--- config.mk ---
export PLATFORM = sky130hd
export DESIGN_NAME = hs_shift_engine
export DESIGN_NICKNAME = d
export VERILOG_FILES = /design/src/rtl/hs_shift_engine.sv
export SDC_FILE = /design/constraint.sdc
export NUM_CORES = 1
export LEC_CHECK = 0
export BUFFER_PORTS_ARGS = -buffer_cell sky130_fd_sc_hd__buf_2
export CAP_MARGIN = 25
export CORE_MARGIN = 4
export CORE_UTILIZATION = 60
export CTS_BUF_LIST = sky130_fd_sc_hd__clkbuf_8
export CTS_CLUSTER_DIAMETER = 40
export CTS_CLUSTER_SIZE = 8
export DETAILED_ROUTE_END_ITERATION = 8
export GPL_TIMING_DRIVEN = 0
export PLACE_DENSITY = 0.76
export RECOVER_POWER = 100
export SLEW_MARGIN = 20
export SYNTH_ARGS = -nofsm -noshare
export SYNTH_HDL_FRONTEND = slang
export SYNTH_SLANG_ARGS = --single-unit
--- constraint.sdc ---
create_clock -name clk -period 2.8 [get_ports clk]
set_input_delay 0.28 -clock clk [delete_from_list [all_inputs] [get_ports clk]]
set_output_delay 0.28 -clock clk [all_outputs]
set_load 0.02 [all_outputs]
--- src/rtl/hs_shift_engine.sv ---
`timescale 1ns/1ps
module hs_shift_engine #(
  parameter int DW        = 8,
  parameter int OUT_DEPTH = 16,
  parameter int IN_DEPTH  = 128,
  parameter int TIP_BIT   = 5,
  parameter int TACK_BIT  = 4,
  parameter int DIR_BIT   = 4,
  localparam int OAW = $clog2(OUT_DEPTH),
  localparam int IAW = $clog2(IN_DEPTH),
  localparam int OCW = OAW + 1,
  localparam int ICW = IAW + 1
) (
  input  logic           clk,
  input  logic           rst_n,
  input  logic           wr_en,
  input  logic [1:0]     wr_sel,
  input  logic [DW-1:0]  wr_data,
  input  logic           rd_sr,
  input  logic           rpl_we,
  input  logic [IAW-1:0] rpl_addr,
  input  logic [DW-1:0]  rpl_data,
  input  logic           rpl_go,
  input  logic [ICW-1:0] rpl_len,
  input  logic [OAW-1:0] pkt_rd_addr,
  output logic [DW-1:0]  sr_q,
  output logic           sr_irq,
  output logic           treq_n,
  output logic           pkt_done,
  output logic [OCW-1:0] pkt_len,
  output logic [DW-1:0]  pkt_rd_data
);

  logic [DW-1:0]  out_buf [OUT_DEPTH];
  logic [DW-1:0]  in_buf  [IN_DEPTH];
  logic           tip_n_q, tack_n_q, dir_q;
  logic [OCW-1:0] out_cnt;
  logic [ICW-1:0] in_idx, in_len;

  wire pb_wr     = wr_en && (wr_sel == 2'd0);
  wire sr_wr     = wr_en && (wr_sel == 2'd1);
  wire aux_wr    = wr_en && (wr_sel == 2'd2);
  wire new_tip_n = wr_data[TIP_BIT];
  wire new_tack  = wr_data[TACK_BIT];
  wire tack_flip = pb_wr && (new_tack != tack_n_q);
  wire hs_chg    = pb_wr && ((new_tip_n != tip_n_q) || (new_tack != tack_n_q));
  wire in_xfer   = pb_wr && !new_tip_n;
  wire pending   = in_idx < in_len;
  wire step_out  = in_xfer && hs_chg && dir_q;
  wire step_in   = in_xfer && hs_chg && !dir_q && pending;
  wire last_in   = step_in && ((in_idx + ICW'(1)) >= in_len);
  wire xfer_end  = pb_wr && new_tip_n && !tip_n_q;
  wire out_room  = out_cnt < OCW'(OUT_DEPTH);

  assign pkt_rd_data = out_buf[pkt_rd_addr];

  always_ff @(posedge clk) begin
    if (rpl_we) in_buf[rpl_addr] <= rpl_data;
    if (step_out && out_room) out_buf[out_cnt[OAW-1:0]] <= sr_q;
  end

  always_ff @(posedge clk or negedge rst_n) begin
    if (!rst_n) begin
      tip_n_q  <= 1'b1;
      tack_n_q <= 1'b1;
      dir_q    <= 1'b0;
      sr_q     <= '0;
      sr_irq   <= 1'b0;
      treq_n   <= 1'b1;
      pkt_done <= 1'b0;
      pkt_len  <= '0;
      out_cnt  <= '0;
      in_idx   <= '0;
      in_len   <= '0;
    end else begin
      pkt_done <= 1'b0;
      if (pb_wr) begin
        tip_n_q  <= new_tip_n;
        tack_n_q <= new_tack;
      end
      if (aux_wr) dir_q <= wr_data[DIR_BIT];

      if (step_in) sr_q <= in_buf[in_idx[IAW-1:0]];
      else if (sr_wr) sr_q <= wr_data;

      if (step_out && out_room) out_cnt <= out_cnt + OCW'(1);
      else if (xfer_end && out_cnt != '0) begin
        pkt_done <= 1'b1;
        pkt_len  <= out_cnt;
        out_cnt  <= '0;
      end

      if (rpl_go) begin
        in_idx <= '0;
        in_len <= rpl_len;
      end else if (step_in) in_idx <= in_idx + ICW'(1);

      if (rpl_go) treq_n <= 1'b0;
      else if (last_in) treq_n <= 1'b1;
      else if (xfer_end) treq_n <= pending ? 1'b0 : (tack_flip ? ~treq_n : treq_n);

      if (step_out || step_in || xfer_end) sr_irq <= 1'b1;
      else if (sr_wr || rd_sr) sr_irq <= 1'b0;
    end
  end

  p_out_bound_r4: assert property (@(posedge clk) disable iff (!rst_n)
    out_cnt <= OCW'(OUT_DEPTH));

  p_in_bound_r5: assert property (@(posedge clk) disable iff (!rst_n)
    in_idx <= in_len || in_len == '0);

  p_done_len_r6: assert property (@(posedge clk) disable iff (!rst_n)
    pkt_done |-> (pkt_len != '0 && pkt_len <= OCW'(OUT_DEPTH)));

  p_done_irq_r7: assert property (@(posedge clk) disable iff (!rst_n)
    pkt_done |-> sr_irq);

  p_idle_quiet_r9: assert property (@(posedge clk) disable iff (!rst_n)
    (pb_wr && new_tip_n && tip_n_q && !rpl_go) |=> ($stable(treq_n) && $stable(sr_q)));

  p_load_treq_r10: assert property (@(posedge clk) disable iff (!rst_n)
    (rpl_go && rpl_len != '0) |=> !treq_n);

endmodule

==> metrics.cfg <==
[place]
dp_slack_ps = -682
numPortBuffers = 61
gp_congestion = 0.871
dp_hpwl_um = 73700

[drt]
vias = 24209
vias_per_cell = 6.71
first_pass_iters = 5
wl_um = 113000
drt_iter0_drc = 3693
wl_per_cell_um = 31.3
drtAntennaViolNets = 0
drcViolationCount = 0

[timing]
fin_crit_sh = 1.00
setup_slack_ps = -2.94
hold_ws_ps = 228
final-hold-violation-count = 0
rsz0062_at_grt = true
finClkSkew_ps = 30.1
fmax_mhz = 357
max_slew_margin = -0.764
worst_pin_slew_ps = 2650
fin_crit_ps = 2800
setup_viol = 1
drv_slew = 327

[critical_path]
start_kind = flop
r2r_start = in_idx[0]$_DFFE_PN0P_
worst-setup-path-type = flop to flop
reg2reg_slack_ps = -3
endpoint_kind = flop
path_max_fanout = 10
regToRegEndpoint = sr_q[0]$_DFFE_PN0P_
reg2regPathDepth = 8
worstPathArrival_ps = 3470
crit_path_end = sr_q[0]$_DFFE_PN0P_
required_ps = 3470
critPathLaunch = in_idx[0]$_DFFE_PN0P_

[die]
die-area_mm2 = 0.0829
io_pins = 67
start_util = 0.606
num_rows = 102
die_w_um = 288
die_h_um = 288
coreArea_mm2 = 0.0776

[flow_run]
max-cap-violations = 8

[cts]
worstSkewPairLatency_ps = 820
clk_pin_slew_worst_paths_ps = 60
cts_buffer_depth = 3
cts_root_buf = clkbuf_8
cts_max_level = 4
clock_sinks = 1192
cts_made_buffers = 174
cts_tree = yes

[outcome]
failed_checks = max-capacitance violations, max-slew violations, negative setup slack
status = complete, but fails checks

[synthesis]
synth_top_area_frac = 0.736
syn_avg_cell_area_um2 = 21.1
syn_inst = 2228
synth_edf_count = 1152
synthTopCellsByArea = edfxtp_1 74%, mux4_2 12%, dfrtp_1 2.0%
yosys.area.top_type = edfxtp_1
synth_nets = 2292
ys_seq_elements = 1192
yosys_most_used_dff = edfxtp_1
synth_seq_area_share = 0.757
yosys_warnings = 0
netlist_area_mm2 = 0.0470
synthArstFlopShare = 0.0336
ys_types = 62

[power]
p_leak_nw = 16.2
max-vdd-ir-drop_mv = 0.417
powerDensity_mw_per_mm2 = 636
totalPowerFinal_w = 0.0334

[finish]
layout-drive-gt1-share = 0.267
multi_input_area_mm2 = 0.0109
seq_area_mm2 = 0.0356
fin_nets = 2569
layout_common_cells = 1152 x edfxtp_1, 258 x mux4_2, 186 x clkbuf_8
num-fill-cells = 4800
syn_to_final_growth_pct = 11.5
final_common_cell = edfxtp_1

[global_route]
grt_usage = 0.278
grt_pass1_vias = 24634
antenna_found_initial = 6
grt.overflow.total = 0
grt_max_degree = 89
grt_pass1_wl_um = 166000

[worst_hold_path]
min_path_type = primary input to flop

[sequential cells by signal, summed over array words and instances, names as in the netlist]
| name | count |
|---|---|
| dir_q | 1 |
| in_buf | 1024 |
| in_idx | 8 |
| in_len | 8 |
| out_buf | 128 |
| out_cnt | 5 |
| pkt_done | 1 |
| pkt_len | 5 |
| sr_irq | 1 |
| sr_q | 8 |
| tack_n_q | 1 |
| tip_n_q | 1 |
| treq_n | 1 |
[cells in the mapped netlist, drive strengths merged (17+ instances only)]
cell type and number:
nand3 19, o21ai 29, buf 79, mux2 17, mux4 280, and2 19, nor2 143, nor2b 18
edfxtp 1152, dfrtp 37, ha 21, mux2i 92, clkbuf 40, o22ai 86, nand2 44
[logic make-up after synthesis]
logic type | count (synthesis) | share of synthesized area
AO/OA/AOI/OAI | 184 | 0.0266
XOR/XNOR | 7 | 0.00130
flip-flops | 1192 | 0.757
buffers and inverters | 134 | 0.0196
adder cells (fa/ha/maj) | 21 | 0.00559
AND/OR/NAND/NOR | 301 | 0.0303
multiplexers | 389 | 0.160
[timing repair]
item                                    4_1_cts  5_1_grt
pin swaps                                     1       10
gates cloned                                  0        0
gates resized for setup                      82       73
buffers inserted                              1        2
endpoints found under the setup margin       18       16
hold buffers                                 32        0
endpoints found under the hold margin       408        0
[worst max-delay path: stages, from the launching register on]
cell and delay (ps):
dfrtp_2 410, buf_12 180, buf_6 200, buf_6 250, mux4_1 580, mux2i_1 410, a221oi_1 210, o22ai_2 270
o31ai_1 120
[layout make-up]
| type | count | share of cell area |
|---|---|---|
| flip-flops and latches | 1192 | 0.679 |
| clock buffers | 178 | 0.0467 |
| diodes | 4 | 0.000191 |
| clock inverters | 55 | 0.00582 |
| plain buffers | 116 | 0.0212 |
| multi-input cells | 902 | 0.207 |
| well taps | 1040 | 0.0248 |
| inverters | 14 | 0.00110 |
| repair buffers | 105 | 0.0142 |
[report_power, final]
part / switching (W) / total (W) / internal, W
clock: 0.00615 / 0.0120 / 0.00586
combinational: 0.000844 / 0.00130 / 0.000455
sequential: 0.000231 / 0.0201 / 0.0198
total: 0.00722 / 0.0334 / 0.0261
[routing by layer]
layer	up-vias	global-route usage	routed length, um
li1	9815	-	-
met2	1592	0.426	53000
met1	12533	0.397	42700
met5	-	0	110
met4	8	0.0819	3480
met3	261	0.0814	13700
[stage by stage]
stage	TNS [ps]	instance area, um2	util	cells
floorplan	0	47000	-	2228
global placement	-156600	48600	0.627	3329
detailed placement	-89880	48900	0.630	3338
CTS	-41.9	52300	0.674	3601
global route	-160	52400	0.676	3605
finish	-2.94	52400	0.676	3606
[worst min path at each step]
stage / from / end / slack, ps / depth (start not counted)
floorplan: rst_n / dir_q$_DFFE_PN0P_ / -20 / 0
global placement: rst_n / pkt_len[0]$_DFFE_PN0P_ / 430 / 1
detailed placement: rst_n / pkt_len[0]$_DFFE_PN0P_ / 450 / 1
CTS: wr_sel[0] / pkt_len[2]$_DFFE_PN0P_ / 60 / 6
global route: rpl_addr[1] / in_buf[107][3]$_DFFE_PP_ / 200 / 3
finish: rpl_addr[1] / in_buf[107][3]$_DFFE_PP_ / 230 / 3
Power figures use the tool's default switching activity.
